==> src/rtl/intc_pkg.sv <==
// Shared constants and helpers for the three-level interrupt controller.
// Assumes tier codes are two bits wide; codes 10 and 11 both mean highest.
package intc_pkg;

    localparam int NUM_TIER = 3;
    localparam int TIER_W   = 2;

    typedef enum logic [TIER_W-1:0] {
        TIER_LOW  = 2'd0,
        TIER_HIGH = 2'd1,
        TIER_TOP  = 2'd2
    } tier_e;

    // Map a raw two-bit code to a normalized tier number 0..2.
    function automatic logic [TIER_W-1:0] norm_tier(input logic [TIER_W-1:0] code);
        return code[1] ? TIER_TOP : (code[0] ? TIER_HIGH : TIER_LOW);
    endfunction

    // Rank of a tier: 1..3, so that rank 0 can stand for "idle".
    function automatic logic [TIER_W-1:0] tier_rank(input logic [TIER_W-1:0] tier);
        return tier + 2'd1;
    endfunction

endpackage

==> src/rtl/intc_arbiter.sv <==
// Combinational selection of the vector to offer.
// A vector is eligible when its request is set and its tier ranks above the
// current in-service rank. The highest eligible tier wins. Inside that tier,
// the lowest index wins. Assumes cur_rank_i is 0 when nothing is in service.
module intc_arbiter #(
    parameter int NUM_VEC = 10,
    parameter int IDX_W   = $clog2(NUM_VEC)
) (
    input  logic [NUM_VEC-1:0]                    req_i,
    input  logic [intc_pkg::TIER_W*NUM_VEC-1:0]   code_i,
    input  logic [intc_pkg::TIER_W-1:0]           cur_rank_i,
    output logic                                  win_vld_o,
    output logic [IDX_W-1:0]                      win_idx_o,
    output logic [intc_pkg::TIER_W-1:0]           win_tier_o
);
    import intc_pkg::*;

    logic [TIER_W-1:0]  vec_tier [NUM_VEC];
    logic [NUM_VEC-1:0] eligible;
    logic [NUM_VEC-1:0] tier_hit [NUM_TIER];
    logic [NUM_VEC-1:0] chosen_set;

    // Decode each vector's tier and test it against the in-service rank.
    for (genvar v = 0; v < NUM_VEC; v++) begin : g_vec
        assign vec_tier[v] = norm_tier(code_i[TIER_W*v +: TIER_W]);
        assign eligible[v] = req_i[v] && (tier_rank(vec_tier[v]) > cur_rank_i);
    end

    // Sort eligible vectors into one bit set per tier.
    always_comb begin
        for (int t = 0; t < NUM_TIER; t++) begin
            for (int v = 0; v < NUM_VEC; v++) begin
                tier_hit[t][v] = eligible[v] && (vec_tier[v] == TIER_W'(t));
            end
        end
    end

    // Pick the highest tier that holds at least one eligible vector.
    always_comb begin
        win_vld_o  = 1'b0;
        win_tier_o = TIER_LOW;
        chosen_set = '0;
        for (int t = 0; t < NUM_TIER; t++) begin
            if (|tier_hit[t]) begin
                win_vld_o  = 1'b1;
                win_tier_o = TIER_W'(t);
                chosen_set = tier_hit[t];
            end
        end
    end

    // Within the chosen tier, keep the lowest set index.
    always_comb begin
        win_idx_o = '0;
        for (int v = NUM_VEC - 1; v >= 0; v--) begin
            if (chosen_set[v]) begin
                win_idx_o = IDX_W'(v);
            end
        end
    end

endmodule

==> src/rtl/intc_inservice.sv <==
// In-service tier stack, kept as one bit per tier.
// The current rank is the index of the highest set bit plus one, or 0 when idle.
// push sets the bit of the given tier. pop clears the highest set bit.
// Assumes push only carries a tier above the current one.
module intc_inservice #(
    parameter int NUM_TIER = intc_pkg::NUM_TIER
) (
    input  logic                        clk,
    input  logic                        rst_n,
    input  logic                        push_i,
    input  logic [intc_pkg::TIER_W-1:0] push_tier_i,
    input  logic                        pop_i,
    output logic [NUM_TIER-1:0]         mask_o,
    output logic [intc_pkg::TIER_W-1:0] cur_rank_o
);
    import intc_pkg::*;

    logic [NUM_TIER-1:0] mask_q;
    logic [NUM_TIER-1:0] mask_d;
    logic [NUM_TIER-1:0] top_oh;

    // One-hot of the highest set in-service bit.
    always_comb begin
        top_oh = '0;
        for (int t = 0; t < NUM_TIER; t++) begin
            if (mask_q[t]) begin
                top_oh    = '0;
                top_oh[t] = 1'b1;
            end
        end
    end

    // Rank of the current in-service tier.
    always_comb begin
        cur_rank_o = '0;
        for (int t = 0; t < NUM_TIER; t++) begin
            if (mask_q[t]) begin
                cur_rank_o = TIER_W'(t + 1);
            end
        end
    end

    // Next mask: clear the top bit on pop, then set the pushed tier.
    always_comb begin
        mask_d = mask_q;
        if (pop_i) begin
            mask_d = mask_d & ~top_oh;
        end
        if (push_i) begin
            for (int t = 0; t < NUM_TIER; t++) begin
                if (push_tier_i == TIER_W'(t)) begin
                    mask_d[t] = 1'b1;
                end
            end
        end
    end

    // Mask register with synchronous reset.
    always_ff @(posedge clk) begin
        if (!rst_n) begin
            mask_q <= '0;
        end else begin
            mask_q <= mask_d;
        end
    end

    assign mask_o = mask_q;

endmodule

==> src/rtl/intc_offer.sv <==
// Registered offer stage. It holds the arbiter's choice for one cycle and
// raises the request only when the choice is the same on two edges in a row,
// so the address is stable before and during the request.
// take_i (an accepted acknowledge) withdraws the offer at once.
module intc_offer #(
    parameter int NUM_VEC    = 10,
    parameter int IDX_W      = $clog2(NUM_VEC),
    parameter int ADDR_W     = 8,
    parameter int VEC_BASE   = 3,
    parameter int VEC_STRIDE = 8
) (
    input  logic                        clk,
    input  logic                        rst_n,
    input  logic                        win_vld_i,
    input  logic [IDX_W-1:0]            win_idx_i,
    input  logic [intc_pkg::TIER_W-1:0] win_tier_i,
    input  logic                        take_i,
    output logic                        irq_o,
    output logic [ADDR_W-1:0]           addr_o,
    output logic [intc_pkg::TIER_W-1:0] tier_o
);
    import intc_pkg::*;

    logic               held_vld;
    logic [IDX_W-1:0]   held_idx;
    logic [TIER_W-1:0]  held_tier;
    logic               irq_q;
    logic               same_choice;

    // The new choice matches the one already held.
    assign same_choice = win_vld_i && held_vld &&
                         (win_idx_i == held_idx) && (win_tier_i == held_tier);

    // Hold the choice and qualify the request.
    always_ff @(posedge clk) begin
        if (!rst_n) begin
            held_vld  <= 1'b0;
            held_idx  <= '0;
            held_tier <= '0;
            irq_q     <= 1'b0;
        end else if (take_i) begin
            held_vld  <= 1'b0;
            irq_q     <= 1'b0;
        end else begin
            held_vld  <= win_vld_i;
            held_idx  <= win_idx_i;
            held_tier <= win_tier_i;
            irq_q     <= same_choice;
        end
    end

    // Entry address computed from the held index.
    assign addr_o = ADDR_W'(VEC_BASE) + ADDR_W'(held_idx) * ADDR_W'(VEC_STRIDE);
    assign tier_o = held_tier;
    assign irq_o  = irq_q;

endmodule

==> src/rtl/tri_lvl_intc.sv <==
// Top of the three-level vectored interrupt controller.
// Gates requests with the enables, arbitrates them against the in-service
// tier, and offers one vector to the CPU through a registered stage.
// Assumes ack_i and reti_i are single-cycle strobes from the CPU.
module tri_lvl_intc #(
    parameter int NUM_VEC    = 10,
    parameter int ADDR_W     = 8,
    parameter int VEC_BASE   = 3,
    parameter int VEC_STRIDE = 8
) (
    input  logic                      clk,
    input  logic                      rst_n,
    input  logic                      glb_en_i,
    input  logic [NUM_VEC-1:0]        pend_i,
    input  logic [NUM_VEC-1:0]        vec_en_i,
    input  logic [2*NUM_VEC-1:0]      prio_code_i,
    input  logic                      ack_i,
    input  logic                      reti_i,
    output logic                      irq_o,
    output logic [ADDR_W-1:0]         vec_addr_o,
    output logic [1:0]                offer_tier_o,
    output logic [2:0]                in_service_o
);
    import intc_pkg::*;

    localparam int IDX_W = $clog2(NUM_VEC);

    logic [NUM_VEC-1:0] req;
    logic [TIER_W-1:0]  cur_rank;
    logic               win_vld;
    logic [IDX_W-1:0]   win_idx;
    logic [TIER_W-1:0]  win_tier;
    logic               take;

    // Qualify each pending flag with its own and the global enable.
    assign req  = pend_i & vec_en_i & {NUM_VEC{glb_en_i}};
    // An acknowledge counts only while an offer is up.
    assign take = ack_i && irq_o;

    intc_arbiter #(
        .NUM_VEC (NUM_VEC),
        .IDX_W   (IDX_W)
    ) arb_i (
        .req_i      (req),
        .code_i     (prio_code_i),
        .cur_rank_i (cur_rank),
        .win_vld_o  (win_vld),
        .win_idx_o  (win_idx),
        .win_tier_o (win_tier)
    );

    intc_offer #(
        .NUM_VEC    (NUM_VEC),
        .IDX_W      (IDX_W),
        .ADDR_W     (ADDR_W),
        .VEC_BASE   (VEC_BASE),
        .VEC_STRIDE (VEC_STRIDE)
    ) offer_i (
        .clk        (clk),
        .rst_n      (rst_n),
        .win_vld_i  (win_vld),
        .win_idx_i  (win_idx),
        .win_tier_i (win_tier),
        .take_i     (take),
        .irq_o      (irq_o),
        .addr_o     (vec_addr_o),
        .tier_o     (offer_tier_o)
    );

    intc_inservice #(
        .NUM_TIER (NUM_TIER)
    ) isr_i (
        .clk         (clk),
        .rst_n       (rst_n),
        .push_i      (take),
        .push_tier_i (offer_tier_o),
        .pop_i       (reti_i),
        .mask_o      (in_service_o),
        .cur_rank_o  (cur_rank)
    );

endmodule

==> config.mk <==
export PLATFORM = sky130hd
export DESIGN_NAME = tri_lvl_intc
export DESIGN_NICKNAME = d
export VERILOG_FILES = /design/src/rtl/intc_pkg.sv /design/src/rtl/intc_arbiter.sv /design/src/rtl/intc_inservice.sv /design/src/rtl/intc_offer.sv /design/src/rtl/tri_lvl_intc.sv
export SDC_FILE = /design/constraint.sdc
export NUM_CORES = 1
export LEC_CHECK = 0
export BUFFER_PORTS_ARGS = -buffer_cell sky130_fd_sc_hd__buf_4
export CORE_MARGIN = 5
export CORE_UTILIZATION = 25
export DETAILED_ROUTE_END_ITERATION = 10
export GPL_ROUTABILITY_DRIVEN = 0
export HOLD_SLACK_MARGIN = 0.06
export SYNTH_ARGS = -nofsm -noshare
export SYNTH_HDL_FRONTEND = slang
export SYNTH_SLANG_ARGS = --single-unit
==> constraint.sdc <==
create_clock -name clk -period 3 [get_ports clk]
set_input_delay 0.15 -clock clk [delete_from_list [all_inputs] [get_ports clk]]
set_output_delay 0.15 -clock clk [all_outputs]
set_load 0.02 [all_outputs]
==> impl_metrics.ini <==
[cells_and_area]
layout.nets = 440
drive_gt1_frac = 0.556
final_util = 0.434
multiInputGateArea_mm2 = 0.00187
stdcell_area_mm2 = 0.00335
n_antenna_cell = 0
instances_no_fill = 476
layout_commonest_cell = buf_4
final_cell_mix = buf_4, nand2_1, ha_1
num-fill-cells = 792
final-seq-area_um2 = 228
areaGrowthSynthToFinish_pct = 69.2

[setup_path]
ff2ff_setup_slack_ps = -300
crit_path_start_kind = flop
timing.rr.end = offer_i.irq_o$_SDFF_PP0_
cpPeakStageDelay_ps = 390
worstRegToRegCells = 14
required_ps = 3110
slowest_stage = nor4_4
r2r-start = isr_i.mask_o[2]$_SDFF_PN0_
crit_chain = nor2_4 -> buf_12 -> ha_1 -> nor2b_1 -> o2111a_2 -> o2bb2ai_2 -> buf_4 -> nor4_4 -> a41oi_2 -> buf_4 -> o31a_1 -> o211a_1 -> a211oi_2 -> a2111oi_2
crit_type = reg2reg
critical_path_arrival_ps = 3410
cpMostUsedCell = buf_4
end_kind = flop
critPathMaxFanout = 9

[power_and_ir_drop]
power.density_mw_per_mm2 = 225
leakagePower_nw = 1.56
ir_drop_v = 0.000123
p_total_mw = 0.753

[clocking]
htreeDepth = 1
cts_buffers = 3
cts_max_path_buffers = 2
insertion_delay_ps = 240
cts_sinks = 11
cts-root-buf = clkbuf_8
clkTransAtPathRegs_ps = 50
cts_tree = built

[grt]
grt_pass1_wl_um = 11500
groute.usage.overall = 0.140
grt_antenna_before_repair = 0
first_global_vias = 2483
grt_overflow = 0
grt_max_degree = 12

[synthesis]
synth_top_family_by_area = compound AO/OA/AOI/OAI gates
netlist_instances = 245
synth_compound_area_frac = 0.387
synthMuxAreaShare = 0
yosys_warnings = 0
yosysTopAreaCellShare = 0.126
synth_xor_area_frac = 0.00884
ys.flop_type = dfxtp_1
postSynthRegisterBits = 11
synth_edf_count = 0
async_flop_share = 0
synth_cell_types = 69
avgSynthCellArea_um2 = 8.08
syn_area_mm2 = 0.00198
synth-simple-area-share = 0.292
yosysTopAreaCell = ha_1
yosysSeqAreaShare = 0.111
netlist_top_cells_area = ha_1, dfxtp_1, nor2b_1
yosys.area_share.adder = 0.126

[drt]
vias_per_cell = 5.04
antenna_left = 0
wl_um = 6850
drt-initial-drc-count = 122
post_drt_wl_per_cell_um = 14.4
drt-pass1-iter-count = 4
drcViolationCount = 0
vias = 2398

[sta]
hold_viol_final = 0
fin_setup_tns_ps = -470
skew_ps = 3.98
fin_crit_ps = 3300
drv_slew = 0
timing.fmax_ghz = 0.303
rsz0062_at_grt = true
worst_hold_slack_ps = 202
setup_ws_ps = -297
setup_violations = 4
fin_crit_sh = 1.10

[status]
status = finished with violations
violations = setup timing

[worst_hold_path]
min_to = isr_i.mask_o[2]$_SDFF_PN0_
holdPathStages = 2
hp-class = in2reg
hp-start = rst_n

[placement]
dpl-instance-area_mm2 = 0.00303
post-dp-hpwl_um = 5390
pre_cts_ws_ps = -372
dp_cells = 462
port_buffers = 54

[floorplanning]
core_mm2 = 0.00773
start_util = 0.256
die_x_um = 99.0
die_h_um = 99.0
io_pins = 59
die_area_mm2 = 0.00980
rows = 32

[run]
maxCapViolations = 0
==> area by class of cell <==
cell class	count	share of cell area
Clock buffer	4	0.0134
Inverter	18	0.0209
Multi-Input combinational cell	210	0.559
Sequential cell	11	0.0680
Tap cell	102	0.0381
Timing Repair Buffer	131	0.301
==> critical path: cells and delay by family, from the launching register on <==
kind                       cells  cell delay [ps]
DFF                            1              370
buffers and inverters          3              480
AOI/OAI and AO/OA              7             1400
and+or+nand+nor                3              670
adders and majority gates      1              250
==> logic make-up (layout without fill, tap and decap cells) <==
kind of cell / count (synthesis) / count (layout)
xor+xnor: 2 / 2
fa+ha+maj: 20 / 20
other cells: 2 / 4
buf+inv: 27 / 153
flops: 11 / 11
simple gates: 95 / 95
compound gates: 88 / 89
==> cell usage after synthesis, types with 4 or more instances <==
| library cell | instances |
|---|---|
| or2_2 | 6 |
| nor2b_1 | 16 |
| o21ai_0 | 7 |
| o211ai_1 | 6 |
| ha_1 | 20 |
| dfxtp_1 | 11 |
| o2111ai_2 | 4 |
| o41ai_1 | 8 |
| nand2b_1 | 4 |
| inv_1 | 18 |
| nor2_1 | 13 |
| o2111ai_1 | 10 |
| buf_4 | 4 |
| nand2_1 | 20 |
| nor3_1 | 4 |
| a21oi_1 | 9 |
| a31oi_1 | 5 |
| and3_2 | 6 |
==> where the power goes <==
group          switching, mW  total (mW)  internal (mW)
Combinational          0.210       0.436          0.226
Sequential            0.0108       0.166          0.155
Clock                 0.0575       0.151         0.0935
Total                  0.278       0.753          0.475
==> layer usage <==
metal	global-route usage	routed length, um	vias up
met2	0.249	3420	60
met3	0.0219	424	9
met4	0.0263	51	0
li1	-	-	1223
met5	0	0	-
met1	0.178	2950	1106
==> state kept, by name, summed over array words and instances, names as in the netlist <==
signal	flops
offer_i.tier_o	2
isr_i.mask_o	3
offer_i.held_idx	4
offer_i.irq_o	1
offer_i.held_vld	1
==> worst max-delay path by stage <==
| stage | startpoint | cells past startpoint | endpoint |
|---|---|---|---|
| detailed placement | isr_i.mask_o[1]$_SDFF_PN0_ | 13 | offer_i.irq_o$_SDFF_PP0_ |
| global placement | isr_i.mask_o[1]$_SDFF_PN0_ | 13 | offer_i.irq_o$_SDFF_PP0_ |
| CTS | isr_i.mask_o[1]$_SDFF_PN0_ | 13 | offer_i.irq_o$_SDFF_PP0_ |
| global route | isr_i.mask_o[2]$_SDFF_PN0_ | 14 | offer_i.irq_o$_SDFF_PP0_ |
| finish | isr_i.mask_o[2]$_SDFF_PN0_ | 14 | offer_i.irq_o$_SDFF_PP0_ |
| floorplan | isr_i.mask_o[1]$_SDFF_PN0_ | 12 | offer_i.irq_o$_SDFF_PP0_ |
==> timing repair <==
| action | 4_1_cts | 5_1_grt |
|---|---|---|
| hold buffers | 0 | 0 |
| gates resized for setup | 32 | 6 |
| setup buffers | 8 | 1 |
| gates cloned | 1 | 0 |
| pin swaps | 13 | 3 |
| setup endpoints to repair | 4 | 5 |
Note: power is estimated with default switching activity, not from simulation.
